<file path="src/rtl/wdt_pkg.sv">
package wdt_pkg;
  localparam int unsigned REG_AW = 8;
  localparam int unsigned REG_DW = 8;

  localparam logic [REG_AW-1:0] ADDR_ENABLE = 8'h30;
  localparam logic [REG_AW-1:0] ADDR_UNIT   = 8'hF5;
  localparam logic [REG_AW-1:0] ADDR_COUNT  = 8'hF6;
  localparam logic [REG_AW-1:0] ADDR_CTRL   = 8'hF7;

  localparam int unsigned BIT_ACTIVE = 0;
  localparam int unsigned BIT_UNIT   = 3;
  localparam int unsigned BIT_MOUSE  = 7;
  localparam int unsigned BIT_KBD    = 6;
  localparam int unsigned BIT_FORCE  = 5;
  localparam int unsigned BIT_STATUS = 4;

  typedef struct packed {
    logic active;
    logic unit_min;
    logic mouse_en;
    logic kbd_en;
  } wdt_cfg_t;
endpackage

</file>
<file path="src/rtl/wdt_regs.sv">
module wdt_regs
  import wdt_pkg::*;
(
  input  logic              clk,
  input  logic              rst_n,
  input  logic              wr,
  input  logic [REG_AW-1:0] addr,
  input  logic [REG_DW-1:0] wdata,
  input  logic [REG_DW-1:0] cnt_val,
  input  logic              expired,
  output wdt_cfg_t          cfg,
  output logic              cnt_wr,
  output logic [REG_DW-1:0] cnt_wdata,
  output logic              force_to,
  output logic              clr_stat,
  output logic [REG_DW-1:0] rdata
);
  wdt_cfg_t cfg_q, cfg_d;
  logic sel_en, sel_unit, sel_cnt, sel_ctrl;

  always_comb begin
    sel_en   = (addr == ADDR_ENABLE);
    sel_unit = (addr == ADDR_UNIT);
    sel_cnt  = (addr == ADDR_COUNT);
    sel_ctrl = (addr == ADDR_CTRL);
  end

  always_comb begin
    cfg_d = cfg_q;
    if (wr && sel_en)   cfg_d.active   = wdata[BIT_ACTIVE];
    if (wr && sel_unit) cfg_d.unit_min = wdata[BIT_UNIT];
    if (wr && sel_ctrl) begin
      cfg_d.mouse_en = wdata[BIT_MOUSE];
      cfg_d.kbd_en   = wdata[BIT_KBD];
    end
  end

  always_ff @(posedge clk or negedge rst_n) begin
    if (!rst_n) begin
      cfg_q.active   <= 1'b0;
      cfg_q.unit_min <= 1'b1;
      cfg_q.mouse_en <= 1'b0;
      cfg_q.kbd_en   <= 1'b0;
    end else begin
      cfg_q <= cfg_d;
    end
  end

  always_comb begin
    cfg       = cfg_q;
    cnt_wr    = wr && sel_cnt;
    cnt_wdata = wdata;
    force_to  = wr && sel_ctrl && wdata[BIT_FORCE];
    clr_stat  = wr && sel_ctrl && wdata[BIT_STATUS];
  end

  always_comb begin
    rdata = '0;
    if (sel_en)   rdata[BIT_ACTIVE] = cfg_q.active;
    if (sel_unit) rdata[BIT_UNIT]   = cfg_q.unit_min;
    if (sel_cnt)  rdata             = cnt_val;
    if (sel_ctrl) begin
      rdata[BIT_MOUSE]  = cfg_q.mouse_en;
      rdata[BIT_KBD]    = cfg_q.kbd_en;
      rdata[BIT_STATUS] = expired;
    end
  end
endmodule

</file>
<file path="src/rtl/wdt_prescale.sv">
module wdt_prescale #(
  parameter int unsigned TICKS_PER_MIN = 60
) (
  input  logic clk,
  input  logic rst_n,
  input  logic tick,
  input  logic unit_min,
  input  logic run,
  input  logic restart,
  output logic step
);
  localparam int unsigned PW = (TICKS_PER_MIN > 1) ? $clog2(TICKS_PER_MIN) : 1;
  localparam logic [PW-1:0] LAST = PW'(TICKS_PER_MIN - 1);

  logic [PW-1:0] pre_q, pre_d;
  logic          pre_en;
  logic          wrap;

  always_comb begin
    wrap   = (pre_q == LAST);
    pre_en = restart || (run && unit_min && tick);
    pre_d  = pre_q;
    if (restart)   pre_d = '0;
    else if (wrap) pre_d = '0;
    else           pre_d = pre_q + 1'b1;
    step   = unit_min ? (tick && wrap) : tick;
  end

  always_ff @(posedge clk or negedge rst_n) begin
    if (!rst_n)      pre_q <= '0;
    else if (pre_en) pre_q <= pre_d;
  end
endmodule

</file>
<file path="src/rtl/wdt_counter.sv">
module wdt_counter
  import wdt_pkg::*;
(
  input  logic              clk,
  input  logic              rst_n,
  input  logic              active,
  input  logic              cnt_wr,
  input  logic [REG_DW-1:0] cnt_wdata,
  input  logic              reload_req,
  input  logic              step,
  input  logic              force_to,
  input  logic              clr_stat,
  output logic [REG_DW-1:0] cnt,
  output logic              run,
  output logic              restart,
  output logic              expired,
  output logic              fire
);
  logic [REG_DW-1:0] cnt_q, cnt_d, rld_q, rld_d;
  logic stat_q, stat_d, fire_q, fire_d;
  logic run_c, do_reload, do_step, expire;

  always_comb begin
    run_c     = active && (cnt_q != '0);
    do_reload = !cnt_wr && run_c && reload_req;
    do_step   = !cnt_wr && run_c && !reload_req && step;
    expire    = do_step && (cnt_q == REG_DW'(1));

    cnt_d = cnt_q;
    rld_d = rld_q;
    if (cnt_wr) begin
      cnt_d = cnt_wdata;
      rld_d = cnt_wdata;
    end else if (do_reload) begin
      cnt_d = rld_q;
    end else if (do_step) begin
      cnt_d = cnt_q - 1'b1;
    end

    stat_d = stat_q;
    if (expire || force_to)                          stat_d = 1'b1;
    else if (clr_stat || (cnt_wr && cnt_wdata != '0)) stat_d = 1'b0;

    fire_d = expire || force_to;
  end

  always_ff @(posedge clk or negedge rst_n) begin
    if (!rst_n) begin
      cnt_q  <= '0;
      rld_q  <= '0;
      stat_q <= 1'b0;
      fire_q <= 1'b0;
    end else begin
      cnt_q  <= cnt_d;
      rld_q  <= rld_d;
      stat_q <= stat_d;
      fire_q <= fire_d;
    end
  end

  always_comb begin
    cnt     = cnt_q;
    run     = run_c;
    restart = cnt_wr || do_reload;
    expired = stat_q;
    fire    = fire_q;
  end
endmodule

</file>
<file path="src/rtl/wdt_unit_timer.sv">
module wdt_unit_timer
  import wdt_pkg::*;
#(
  parameter int unsigned TICKS_PER_MIN = 60
) (
  input  logic              clk,
  input  logic              rst_n,
  input  logic              reg_wr,
  input  logic [REG_AW-1:0] reg_addr,
  input  logic [REG_DW-1:0] reg_wdata,
  output logic [REG_DW-1:0] reg_rdata,
  input  logic              tick_1hz,
  input  logic              kbd_evt,
  input  logic              mouse_evt,
  output logic              wdt_fire,
  output logic              wdt_expired
);
  logic [1:0] rst_sync_q;
  logic       rst_n_s;

  always_ff @(posedge clk or negedge rst_n) begin
    if (!rst_n) rst_sync_q <= 2'b00;
    else        rst_sync_q <= {rst_sync_q[0], 1'b1};
  end
  assign rst_n_s = rst_sync_q[1];

  wdt_cfg_t          cfg;
  logic              cnt_wr, force_to, clr_stat, reload_req;
  logic [REG_DW-1:0] cnt_wdata, cnt;
  logic              run, restart, step, expired, fire;
  logic              cfg_active, cfg_unit;

  wdt_regs u_regs (
    .clk(clk), .rst_n(rst_n_s), .wr(reg_wr), .addr(reg_addr), .wdata(reg_wdata),
    .cnt_val(cnt), .expired(expired), .cfg(cfg), .cnt_wr(cnt_wr),
    .cnt_wdata(cnt_wdata), .force_to(force_to), .clr_stat(clr_stat), .rdata(reg_rdata)
  );

  always_comb begin
    cfg_active = cfg.active;
    cfg_unit   = cfg.unit_min;
    reload_req = (kbd_evt && cfg.kbd_en) || (mouse_evt && cfg.mouse_en);
  end

  wdt_prescale #(.TICKS_PER_MIN(TICKS_PER_MIN)) u_pre (
    .clk(clk), .rst_n(rst_n_s), .tick(tick_1hz), .unit_min(cfg_unit),
    .run(run), .restart(restart), .step(step)
  );

  wdt_counter u_cnt (
    .clk(clk), .rst_n(rst_n_s), .active(cfg_active), .cnt_wr(cnt_wr),
    .cnt_wdata(cnt_wdata), .reload_req(reload_req), .step(step),
    .force_to(force_to), .clr_stat(clr_stat), .cnt(cnt), .run(run),
    .restart(restart), .expired(expired), .fire(fire)
  );

  assign wdt_fire    = fire;
  assign wdt_expired = expired;
endmodule

</file>
<file path="config.mk">
export PLATFORM = sky130hd
export DESIGN_NAME = wdt_unit_timer
export DESIGN_NICKNAME = d
export VERILOG_FILES = /design/src/rtl/wdt_pkg.sv /design/src/rtl/wdt_regs.sv /design/src/rtl/wdt_prescale.sv /design/src/rtl/wdt_counter.sv /design/src/rtl/wdt_unit_timer.sv
export SDC_FILE = /design/constraint.sdc
export NUM_CORES = 1
export LEC_CHECK = 0
export BUFFER_PORTS_ARGS = -buffer_cell sky130_fd_sc_hd__buf_2
export CORE_MARGIN = 2
export CORE_UTILIZATION = 55
export CTS_CLUSTER_SIZE = 16
export DETAILED_ROUTE_END_ITERATION = 10
export PLACE_DENSITY = 0.8
export SYNTH_ARGS = -nofsm -noshare
export SYNTH_HDL_FRONTEND = slang
export SYNTH_SLANG_ARGS = --single-unit
</file>
<file path="constraint.sdc">
create_clock -name clk -period 1.87 [get_ports clk]
set_clock_uncertainty 0.15 [all_clocks]
set_input_delay 0.374 -clock clk [delete_from_list [all_inputs] [get_ports clk]]
set_output_delay 0.374 -clock clk [all_outputs]
set_load 0.02 [all_outputs]
</file>
==> reports/qor.yml <==
timing.rr.end: "u_pre.pre_q[3]"
rows: 20
initial_core_util: 0.587
root_buffer: "clkbuf_4"
yosysTopAreaCell: "dfrtp_1"
antenna_found_initial: 0
power.leakage_uw: 0.00128
maxCapViolCount: 0
synth_cells: 204
setup_ws_ps: -159
cellPowerDensity_nw_per_um2: 891
yosysUniqueCellTypes: 48
failed_checks: "negative setup slack"
htreeDepth: 2
finalCritPeriodShare: 1.08
synth_ff_type: "dfrtp_1"
clock-sinks: 30
synth.avg_cell_area_um2: 8.86
fp.dieW_um: 61.3
drtIter0Drc: 204
multiInputGateArea_um2: 1150
post-route-util: 0.868
critPathArrivalTime_ps: 2140
yosysWarnings: 0
seq_area_um2: 752
synth_compound_area_frac: 0.154
cts_tree: "built"
place_area_um2: 2380
synth_top_cell_area_share: 0.402
synthMuxAreaShare: 0.0471
first_pass_iters: 6
clock_latency_ps: 330
num_antenna_cells: 0
synth-xor-area-share: 0.0339
viasPerCell: 6.18
port_buffers: 31
wl_per_cell_um: 20.5
hold_class: "register to asynchronous set/reset pin"
synth-edff-count: 0
synth_area_um2: 1810
synthSimpleGateAreaFrac: 0.278
fin_area_um2: 2670
dieArea_um2: 3760
vias: 2052
fill_cells: 166
rrSetupSlack_ps: -160
start_kind: "register"
grt_pass1_vias: 1949
core-area_um2: 3080
r2r_start: "u_cnt.cnt[0]"
synthArstFlopShare: 1.00
synth_top_family_by_area: "simple AND/OR/NAND/NOR gates"
grt_pass1_wl_mm: 9.14
drive_above_1_share: 0.448
io_pins: 32
fin_crit_ps: 2030
die_h_um: 61.3
max_clock_freq_mhz: 493
grt_usage: 0.345
synth-seq-cells: 30
grt_max_degree: 29
clk_pin_slew_ps: 100
routabilityCongestion: 1.02
crit_fanout: 4
ys_seq_area_frac: 0.416
overflow: 0
final-setup-viol-count: 20
synth.net_count: 230
yosys-top-cells-area: "dfrtp_1, nand2_1, nor2_1"
rsz0062_at_grt: "true"
reg2regPathDepth: 7
drv_slew: 0
syn2layout_area_growth_pct: 47.9
finalHoldViolCount: 0
cts_buffers: 5
wirelength_mm: 6.80
finish.net_count: 313
cts.path.max_buffers: 2
outcome: "finished with violations"
required_ps: 1980
crit_type: "register to register"
worst_setup_path_end_kind: "register"
drt.antenna.violating_nets: 0
drcViolationCount: 0
synth_fa_ha_area_frac: 0.0277
max-vdd-ir-drop_uv: 884
dpl.hpwl_mm: 3.95
[sequential cells by signal, summed over array words and instances (netlist names)]
| register | flops |
|---|---|
| rst_sync_q | 2 |
| u_regs.cfg | 4 |
| u_cnt.expired | 1 |
| u_cnt.cnt | 8 |
| u_cnt.fire | 1 |
| u_cnt.rld_q | 8 |
| u_pre.pre_q | 6 |
[cell type report]
class | count | area share
clock buffer | 8 | 0.0220
inverter | 8 | 0.0112
multi-input combinational | 158 | 0.430
sequential | 30 | 0.281
tap | 44 | 0.0206
timing repair buffer | 84 | 0.235
[metrics by stage]
| stage | power [uW] | cells | hold WS (ps) | TNS [ps] | setup WS [ps] |
|---|---|---|---|---|---|
| 6_report | 2380 | 332 | 96.1 | -1260 | -159 |
| 2_1_floorplan | 1440 | 204 | -71.6 | -39.3 | -37.9 |
| 3_5_place_dp | 1810 | 318 | 18.6 | -1720 | -192 |
| 3_3_place_gp | 1790 | 318 | 8.36 | -1060 | -167 |
| 5_1_grt | 2500 | 332 | 107 | -2370 | -214 |
| 4_1_cts | 2310 | 330 | 98.6 | -574 | -105 |
[power by group]
part	leakage, uW	switching [uW]	internal (uW)
Sequential	0.000385	115	748
Combinational	0.000866	555	552
Clock	0.0000326	225	185
Total	0.00128	895	1490
[critical path: stages (launching register included)]
cell     delay (ps)
dfrtp_1         430
inv_2            90
ha_4            120
nor3b_4         280
a211o_1         300
nand2_4          70
or4_1           410
o21ai_1         100
[routing by layer]
layer,global-route usage,vias to the layer above,routed length (um)
met3,0.0861,36,576
met2,0.616,136,3270
met1,0.394,978,2630
li1,-,902,-
met4,0.140,0,319
met5,0,-,0
[cell usage after synthesis, types with 2 or more instances]
library cell  number
a211o_1            3
a21oi_1            5
a31oi_1            7
and3_1             4
and4b_1            2
buf_2              3
clkbuf_1           3
dfrtp_1           29
ha_1               4
inv_1              8
mux2_2             4
mux2i_1            4
nand2_1           39
nand2b_1           2
nand3_1            9
nand3b_1           3
nor2_1            15
nor3_1             7
o211ai_1           6
o21ai_0            8
o311a_1            2
o31ai_1            2
or2_2              2
or3_1              2
or4_1              3
xnor2_1            5
xor2_1             2
[cell usage in the layout (no fill, tap or decap), drive strengths merged, types with 5 or more instances in the layout]
cell type / Yosys / routed
a21oi: 5 / 5
a31oi: 7 / 7
buf: 4 / 83
clkbuf: 4 / 8
dfrtp: 29 / 29
inv: 8 / 8
nand2: 40 / 40
nand3: 10 / 10
nor2: 15 / 15
nor3: 7 / 7
o211ai: 6 / 6
o21ai: 9 / 9
xnor2: 5 / 5
[worst max path at each step]
stage                             from              to  slack, ps  cells after the start
after floorplan            reg_addr[3]    reg_rdata[0]        -40                      3
after global placement     reg_addr[1]    reg_rdata[0]       -170                      6
after global routing      u_cnt.cnt[0]  u_pre.pre_q[2]       -210                      9
final                     u_cnt.cnt[0]  u_pre.pre_q[3]       -160                      7
after detailed placement   reg_addr[1]    reg_rdata[0]       -190                      6
after CTS                  reg_addr[1]    reg_rdata[0]       -100                      6
[kinds of logic (layout without fill, tap and decap cells)]
logic type | count (synthesis) | after routing
multiplexers | 8 | 8
AND/OR/NAND/NOR | 97 | 97
adder cells (fa/ha/maj) | 4 | 4
buffers and inverters | 16 | 100
other | 1 | 1
AO/OA/AOI/OAI | 41 | 41
flip-flops | 30 | 30
XOR/XNOR | 7 | 7
[repair_timing]
action / in CTS / in global routing
pin swaps: 16 / 4
endpoints found under the hold margin: 2 / 0
hold buffers: 1 / 0
setup buffers: 2 / 3
cloned: 1 / 0
setup endpoints to repair: 20 / 21
gates resized for setup: 31 / 15
No activity file was read; power rests on OpenSTA's default activity.
